**src/rtl/tpn_pkg.sv**
```systemverilog
// Package: shared constants and types of the Tausworthe ranging generator.
// Patterns are stored with bit n holding chip n of the first period,
// encoded 0 for +1 and 1 for -1.
package tpn_pkg;

    localparam int NUM_COMP = 6;
    localparam int MAX_LEN  = 23;

    typedef logic [MAX_LEN-1:0] pat_t;

    localparam int COMP_LEN [NUM_COMP] = '{2, 7, 11, 15, 19, 23};

    localparam pat_t COMP_PAT [NUM_COMP] = '{
        23'(2'b10),
        23'(7'b1011000),
        23'(11'b10010111000),
        23'(15'b101001101110000),
        23'(19'b1100100111101010000),
        23'b11110101100110010100000
    };

    // Components negated in the balanced variant (C3, C4, C6).
    localparam logic [NUM_COMP-1:0] BAL_MASK = 6'b101100;

    localparam int CLK_WEIGHT_LO = 2;
    localparam int CLK_WEIGHT_HI = 4;

    typedef enum logic [1:0] {
        SCH_PLAIN = 2'b00,
        SCH_WLO   = 2'b01,
        SCH_WHI   = 2'b10,
        SCH_RSVD  = 2'b11
    } scheme_e;

endpackage

```
**src/rtl/tpn_component.sv**
```systemverilog
// Module: one periodic component generator.
// Holds a modulo-LEN phase counter and reads the chip from a constant
// pattern. Assumes PAT bit n is chip n (0 = +1). Initialise wins over advance.
module tpn_component #(
    parameter int             LEN = 7,
    parameter logic [LEN-1:0] PAT = '0
) (
    input  logic clk,
    input  logic rst_n,
    input  logic adv_i,
    input  logic init_i,
    input  logic invert_i,
    output logic chip_o
);
    localparam int PW = (LEN > 2) ? $clog2(LEN) : 1;
    localparam logic [PW-1:0] LAST = PW'(LEN - 1);

    logic [PW-1:0] phase_q;

    // Phase counter: reset/initialise to zero, wrap after the last chip.
    always_ff @(posedge clk) begin
        if (!rst_n || init_i) begin
            phase_q <= '0;
        end else if (adv_i) begin
            phase_q <= (phase_q == LAST) ? '0 : phase_q + 1'b1;
        end
    end

    // Pattern lookup with optional polarity inversion.
    always_comb begin
        chip_o = PAT[phase_q] ^ invert_i;
    end
endmodule

```
**src/rtl/tpn_vote.sv**
```systemverilog
// Module: combining logic of the component chips.
// Plain rule for schemes 00 and 11; weighted sign for 01 and 10.
// Assumes the weighted total (weight + NUM-1) is odd, so no tie occurs.
module tpn_vote #(
    parameter int NUM  = 6,
    parameter int W_LO = 2,
    parameter int W_HI = 4
) (
    input  logic [NUM-1:0] chips_i,
    input  logic [1:0]     scheme_i,
    output logic           chip_o
);
    import tpn_pkg::*;

    localparam int CW = $clog2(2 * (W_HI + NUM) + 1);

    logic          plain_chip;
    logic          wtd_chip;
    logic [CW-1:0] weight;
    logic [CW-1:0] plus_w;

    // Plain rule: -1 only when the clock is -1 and some PN chip is -1.
    always_comb begin
        plain_chip = chips_i[0] & (|chips_i[NUM-1:1]);
    end

    // Weighted vote: compare the +1 weight against half the total weight.
    always_comb begin
        weight = (scheme_i == SCH_WHI) ? CW'(W_HI) : CW'(W_LO);
        plus_w = chips_i[0] ? '0 : weight;
        for (int k = 1; k < NUM; k++) begin
            plus_w = plus_w + CW'(!chips_i[k]);
        end
        wtd_chip = !((plus_w << 1) > (weight + CW'(NUM - 1)));
    end

    // Scheme select.
    always_comb begin
        chip_o = (scheme_i == SCH_WLO || scheme_i == SCH_WHI) ? wtd_chip : plain_chip;
    end
endmodule

```
**src/rtl/tpn_ranging_gen.sv**
```systemverilog
// Module: top of the programmable Tausworthe PN ranging generator.
// Instantiates one generator per component and the vote. All phases share
// the chip enable and the initialise strobe. Outputs are combinational
// from the phase registers.
module tpn_ranging_gen (
    input  logic       clk,
    input  logic       rst_n,
    input  logic       chip_en_i,
    input  logic       init_i,
    input  logic [1:0] mode_i,
    input  logic       balance_i,
    output logic       range_chip_o,
    output logic [5:0] comp_chip_o
);
    import tpn_pkg::*;

    logic [NUM_COMP-1:0] chips;

    for (genvar i = 0; i < NUM_COMP; i++) begin : g_comp
        localparam int L = COMP_LEN[i];
        tpn_component #(
            .LEN (L),
            .PAT (COMP_PAT[i][L-1:0])
        ) u_comp (
            .clk      (clk),
            .rst_n    (rst_n),
            .adv_i    (chip_en_i),
            .init_i   (init_i),
            .invert_i (balance_i & BAL_MASK[i]),
            .chip_o   (chips[i])
        );
    end

    tpn_vote #(
        .NUM  (NUM_COMP),
        .W_LO (CLK_WEIGHT_LO),
        .W_HI (CLK_WEIGHT_HI)
    ) u_vote (
        .chips_i  (chips),
        .scheme_i (mode_i),
        .chip_o   (range_chip_o)
    );

    // Drive the component taps for the correlators.
    always_comb begin
        comp_chip_o = chips;
    end
endmodule

```
**config.mk**
```make
export PLATFORM = sky130hd
export DESIGN_NAME = tpn_ranging_gen
export DESIGN_NICKNAME = d
export VERILOG_FILES = /design/src/rtl/tpn_pkg.sv /design/src/rtl/tpn_component.sv /design/src/rtl/tpn_vote.sv /design/src/rtl/tpn_ranging_gen.sv
export SDC_FILE = /design/constraint.sdc
export NUM_CORES = 1
export LEC_CHECK = 0
export ABC_CLOCK_PERIOD_IN_PS = 4500
export CAP_MARGIN = 20
export CORE_MARGIN = 5
export CORE_UTILIZATION = 40
export CTS_BUF_LIST = sky130_fd_sc_hd__clkbuf_16
export CTS_CLUSTER_DIAMETER = 200
export DETAILED_ROUTE_END_ITERATION = 10
export GPL_TIMING_DRIVEN = 0
export PLACE_DENSITY_LB_ADDON = 0.25
export SYNTH_ARGS = -nofsm -noshare
export SYNTH_HDL_FRONTEND = slang
export SYNTH_HIERARCHICAL = 1
export SYNTH_SLANG_ARGS = --single-unit
```
**constraint.sdc**
```tcl
create_clock -name clk -period 4.5 [get_ports clk]
set_input_delay 1.125 -clock clk [delete_from_list [all_inputs] [get_ports clk]]
set_output_delay 1.125 -clock clk [all_outputs]
set_load 0.02 [all_outputs]
```
==> results.yml, run 1 <==
timing:
  hold_slack_ps: 522
  fin_crit_sh_pct: 108
  setup_slack_ps: -369
  fmax_mhz: 205
  clock_skew_ps: 4.03
  relSlewSlack_pct: 53.9
  grt_setup_unrepaired: "true"
  worst_pin_slew_ps: 689
  drv_slew: 0
  setup_violations: 1
  final_hold_viol_count: 0
  layout_min_cycle_time_ps: 4870
floorplan:
  pin_count: 14
  start_util_pct: 40.5
  core_sq_um: 4630
  die_h_microns: 78.5
  fp.dieW_microns: 78.5
  die-area_sq_um: 6150
  rows: 25
place:
  gp_congestion: 0.824
  io_buffers: 13
  hpwl_mm: 2.54
  pre_cts_slack_ps: -1600
  place_area_sq_um: 2140
synthesis:
  synth_edf_count: 0
  synth_area_sq_um: 1870
  yosysWarnings: 6
  synth.most_common_cell: "dfxtp_1"
  synth_top_cell_by_area: "dfxtp_1"
  synth_cells: 222
  synth_top_area_share_pct: 28.8
  ys_ff_latch: 27
  synth-seq-area-share_pct: 28.8
  syn_area_per_cell_sq_um: 8.44
  ys_top_cells_by_area: "dfxtp_1, ha_1, xor2_1, nor2_1, inv_1"
  synth_cell_types: 59
  ys_dominant_reg_cell: "dfxtp_1"
  synthArstFlopShare_pct: 0
  ys_top_cells_by_count: "dfxtp_1, nor2_1, inv_1"
final_layout:
  multi_input_area_sq_um: 1260
  design_area_sq_um: 2250
  antenna_cells: 0
  drive_gt1_share_pct: 15.6
  fill_cells: 450
  ff_latch_area_sq_um: 541
  nets: 265
  final_core_util_pct: 48.6
  syn2layout_area_growth_pct: 20.1
route:
  drt-total-wl_mm: 3.41
  vias: 1550
  drtIter0Drc: 64
  drt-vias-per-instance: 5.20
  drt-pass1-iter-count: 4
  wl_per_cell_microns: 11.4
  ant_nets: 0
  drc: 0
clock_tree:
  cts_buffers: 3
  clk_pin_slew_worst_paths_ps: 70
  clock_sinks: 27
  clk_latency_ps: 260
  cts_root_buffer: "clkbuf_16"
  cts_tree: "yes"
  cts_hold_buf: 0
  cts_max_level: 1
  clockBufferDepth: 2
pwr:
  p_total_mw: 0.557
  seqPwrFrac_pct: 44.1
  pwr-share-comb_pct: 18.6
  power_switching_mw: 0.146
  powerDensity_nw_per_um2: 248
  p_int_mw: 0.412
  leakage_nw: 0.877
  clkPwrFrac_pct: 37.2
  switching_share_pct: 26.1
  ir_worst_vdd_mv: 0.135
run_status:
  violations: "setup timing"
  outcome: "finished with violations"
global_routing:
  grt_pass1_vias: 1449
  grt_max_degree: 21
  grt_pass1_wl_mm: 6.31
  gr-total-overflow: 0
  antenna_found_initial: 0
  grt_usage_pct: 12.5
critical_path:
  reg2reg_from: "g_comp[4].u_comp/phase_q[1]"
  cp-start-kind: "input pin"
  crit_arrival_ps: 3740
  path_class: "in2out"
  worst-r2r-setup-slack_ps: 2730
  cp_data_required_time_ps: 3380
  rr_worst_depth: 5
  crit_fanout: 3
  critPathCaptureType: "output pin"
worst_hold_path:
  hp-start: "g_comp[1].u_comp/phase_q[2]"
  holdPathStages: 2
  min_to: "g_comp[1].u_comp/phase_q[2]"
  min_path_type: "reg2reg"
flow_run:
  max_cap_violations: 0
-- cell type report --
cell class	count	area share, %
Multi-Input combinational cell	168	56.1
Sequential cell	27	24.0
Timing Repair Buffer	16	7.12
Inverter	21	3.50
Clock buffer	3	3.34
Tap cell	54	3.00
Buffer	8	2.56
Clock inverter	1	0.334
-- power groups by stage --
| stage | Clock [mW] | Sequential [mW] | Combinational, mW |
|---|---|---|---|
| detailed placement | 0 | 0.251 | 0.102 |
| CTS | 0.215 | 0.246 | 0.105 |
| finish | 0.208 | 0.246 | 0.104 |
| global route | 0.229 | 0.246 | 0.117 |
| global placement | 0 | 0.251 | 0.102 |
| floorplan | 0 | 0.251 | 0.0711 |
-- per-layer routing --
layer  up-vias  GRT usage (%)  share of wire, %
met1       704           15.7                48
li1        819              -                 -
met2        22           20.5                46
met3         5           2.98               4.1
met4         0           4.72               1.4
met5         -              0                 0
-- what timing repair did --
item                                    4_1_cts  5_1_grt
gates resized for setup                      14        0
pin swaps                                     6        3
setup buffers                                 2        1
cloned                                        0        0
endpoints found under the setup margin        1        1
endpoints found under the hold margin         0        0
-- kinds of logic (layout without fill, tap and decap cells) --
group                      after synthesis  count (layout)  share of synthesized area [%]
and+or+nand+nor                         84              84                           25.4
AOI/OAI and AO/OA                       50              50                           19.4
buffers and inverters                   29              49                           7.28
DFF                                     27              27                           28.8
xor gates and xnor gates                16              16                           7.88
adders and majority gates               13              13                           9.88
muxes                                    2               2                           1.07
other                                    1               3                          0.200
-- worst max-delay path, stage by stage --
cell and delay, ps:
buf_12 100, xor2_4 160, inv_2 50, fa_1 490, fa_2 360, inv_2 60
fa_1 390, inv_1 60, ha_1 220, a31oi_1 160, nor2b_1 90, o41ai_4 280
buf_4 190
-- stage by stage --
stage               std cells  setup TNS, ps
floorplan                 224           -317
global placement          291          -1580
detailed placement        291          -1600
CTS                       297           -414
global route              298           -507
finish                    298           -369
-- cells in the final DEF, fill, tap and decap left out, types with 2 or more instances in the layout --
master,synthesis,layout
a21oi_1,13,13
a311o_1,2,2
a31oi_1,5,5
and4b_1,2,2
buf_2,4,4
buf_4,2,6
buf_6,2,2
clkbuf_16,0,3
clkdlybuf4s50_1,0,11
conb_1,1,3
dfxtp_1,27,27
fa_1,3,2
ha_1,10,10
inv_1,20,17
inv_2,1,4
mux2i_1,2,2
nand2_1,17,17
nand2b_1,8,8
nand3_1,2,2
nand3b_1,2,2
nand4_1,5,5
nand4bb_1,2,2
nor2_1,23,23
nor2b_1,7,7
nor3_1,3,3
o211ai_1,3,3
o21ai_0,7,7
or2b_1,2,2
or4_1,2,2
xnor2_1,4,4
xor2_1,11,9
xor2_4,0,2
-- how the worst max path moves through the flow --
stage / start / endpoint / slack (ps) / cells after the start
after CTS: balance_i / range_chip_o / -410 / 13
after global routing: balance_i / range_chip_o / -510 / 13
final: balance_i / range_chip_o / -370 / 13
after global placement: balance_i / range_chip_o / -1580 / 13
after floorplan: balance_i / range_chip_o / -320 / 11
after detailed placement: balance_i / range_chip_o / -1600 / 13
No activity file was read; power rests on OpenSTA's default activity.
==> run 2, diff against run 1 <==
--- a/config.mk
+++ b/config.mk
@@ -13,7 +13,9 @@
 export CTS_CLUSTER_DIAMETER = 200
 export DETAILED_ROUTE_END_ITERATION = 10
 export GPL_TIMING_DRIVEN = 0
+export MAX_ROUTING_LAYER = met4
 export PLACE_DENSITY_LB_ADDON = 0.25
+export RECOVER_POWER = 50
 export SYNTH_ARGS = -nofsm -noshare
 export SYNTH_HDL_FRONTEND = slang
 export SYNTH_HIERARCHICAL = 1
==> run 2 against run 1 <==
Against the previous run: sequential cell count is the same; the run still ends with setup timing left; clock power about the same; die area did not move.
==> results.yml, run 2 (synthesis results as in run 1) <==
route:
  wl_per_cell_microns: 11.6
  drc: 0
  drt-total-wl_mm: 3.46
  drt-vias-per-instance: 5.24
  vias: 1562
  drtIter0Drc: 72
  ant_nets: 0
  drt-pass1-iter-count: 4
global_routing:
  grt_pass1_wl_mm: 6.30
  grt_max_degree: 21
  grt_usage_pct: 12.8
  gr-total-overflow: 0
  antenna_found_initial: 0
  grt_pass1_vias: 1453
clock_tree:
  clock_sinks: 27
  clk_pin_slew_worst_paths_ps: 70
  clk_latency_ps: 260
  cts_max_level: 1
  cts_hold_buf: 0
  cts_tree: "yes"
  clockBufferDepth: 2
  cts_buffers: 3
  cts_root_buffer: "clkbuf_16"
final_layout:
  final_cell_mix: "dfxtp_1, nor2_1, inv_1, nand2_1, a21oi_1"
  multi_input_area_sq_um: 1260
  syn2layout_area_growth_pct: 19.6
  final_common_cell: "dfxtp_1"
  fill_cells: 452
  antenna_cells: 0
  design_area_sq_um: 2240
  drive_gt1_share_pct: 14.8
  final_core_util_pct: 48.4
  ff_latch_area_sq_um: 541
  nets: 265
  layoutNonFillerInstCount: 298
place:
  pre_cts_slack_ps: -1600
  dp.cells: 291
  place_area_sq_um: 2140
  gp_congestion: 0.836
  io_buffers: 13
  hpwl_mm: 2.54
critical_path:
  reg2reg_from: "g_comp[4].u_comp/phase_q[1]"
  cpPeakStageDelay_ps: 490
  cp_cell_sequence: "buf_12 > xor2_4 > inv_2 > fa_1 > fa_2 > inv_2 > fa_1 > inv_1 > ha_1 > a31oi_1 > nor2b_1 > o41ai_4 > buf_4"
  endpoint: "range_chip_o"
  cp_data_required_time_ps: 3380
  path_class: "in2out"
  critPathSlowestCell: "fa_1"
  crit_arrival_ps: 3740
  crit_fanout: 3
  rr_worst_depth: 5
  critPathCaptureType: "output pin"
  startpoint: "balance_i"
  worst-r2r-setup-slack_ps: 2730
  cp-start-kind: "input pin"
flow_run:
  max_cap_violations: 0
timing:
  clock_skew_ps: 3.00
  worst_pin_slew_ps: 682
  relSlewSlack_pct: 54.4
  layout_min_cycle_time_ps: 4870
  final_hold_viol_count: 0
  setup_slack_ps: -369
  tns_ps: -369
  grt_setup_unrepaired: "true"
  drv_slew: 0
  fmax_mhz: 205
  setup_violations: 1
  fin_crit_sh_pct: 108
  hold_slack_ps: 527
floorplan:
  core_sq_um: 4630
  rows: 25
  start_util_pct: 40.5
  fp.dieW_microns: 78.5
  die-area_sq_um: 6150
  pin_count: 14
  die_h_microns: 78.5
pwr:
  p_total_mw: 0.557
  ir_worst_vdd_mv: 0.134
  leakage_nw: 0.870
  powerDensity_nw_per_um2: 248
run_status:
  violations: "setup timing"
  outcome: "finished with violations"
worst_hold_path:
  min_path_type: "reg2reg"
==> run 2: final cells by class <==
type	instances	area share, %
inverters	21	3.52
clock inverters	1	0.335
well taps	54	3.01
multi-input cells	168	56.4
clock buffers	3	3.35
flip-flops and latches	27	24.1
plain buffers	8	2.18
repair buffers	16	7.14
==> run 2: where the power goes <==
part           switching [mW]  total, mW  internal, mW
sequential            0.00363      0.246         0.242
combinational          0.0554      0.103        0.0474
clock                  0.0872      0.208         0.121
==> run 2: repair_timing <==
action / in CTS / in global routing
gates resized for setup: 14 / 0
setup endpoints to repair: 1 / 1
cloned: 0 / 0
pin swaps: 6 / 3
buffers inserted: 2 / 1
==> run 2: how the worst min path moves through the flow <==
stage	from	to	depth (start not counted)
6_report	g_comp[1].u_comp/phase_q[2]	g_comp[1].u_comp/phase_q[2]	2
5_1_grt	g_comp[1].u_comp/phase_q[0]	g_comp[1].u_comp/phase_q[2]	2
4_1_cts	g_comp[1].u_comp/phase_q[2]	g_comp[1].u_comp/phase_q[2]	2
3_5_place_dp	g_comp[1].u_comp/phase_q[2]	g_comp[1].u_comp/phase_q[2]	2
3_3_place_gp	g_comp[1].u_comp/phase_q[2]	g_comp[1].u_comp/phase_q[2]	2
2_1_floorplan	g_comp[1].u_comp/phase_q[2]	g_comp[1].u_comp/phase_q[2]	2
==> run 2: routing by layer <==
metal / global-route usage, % / wire (microns) / vias up
met3: 2.98 / 140 / 5
met1: 15.7 / 1660 / 712
li1: - / - / 823
met4: 4.72 / 45 / 0
met2: 20.5 / 1610 / 22
met5: - / 0 / -
==> run 2: critical path: cells and delay by family <==
family | cells | cell delay [ps]
adders and majority gates | 4 | 1460
buffers and inverters | 5 | 460
AOI/OAI and AO/OA | 2 | 440
xor gates and xnor gates | 1 | 160
and+or+nand+nor | 1 | 90
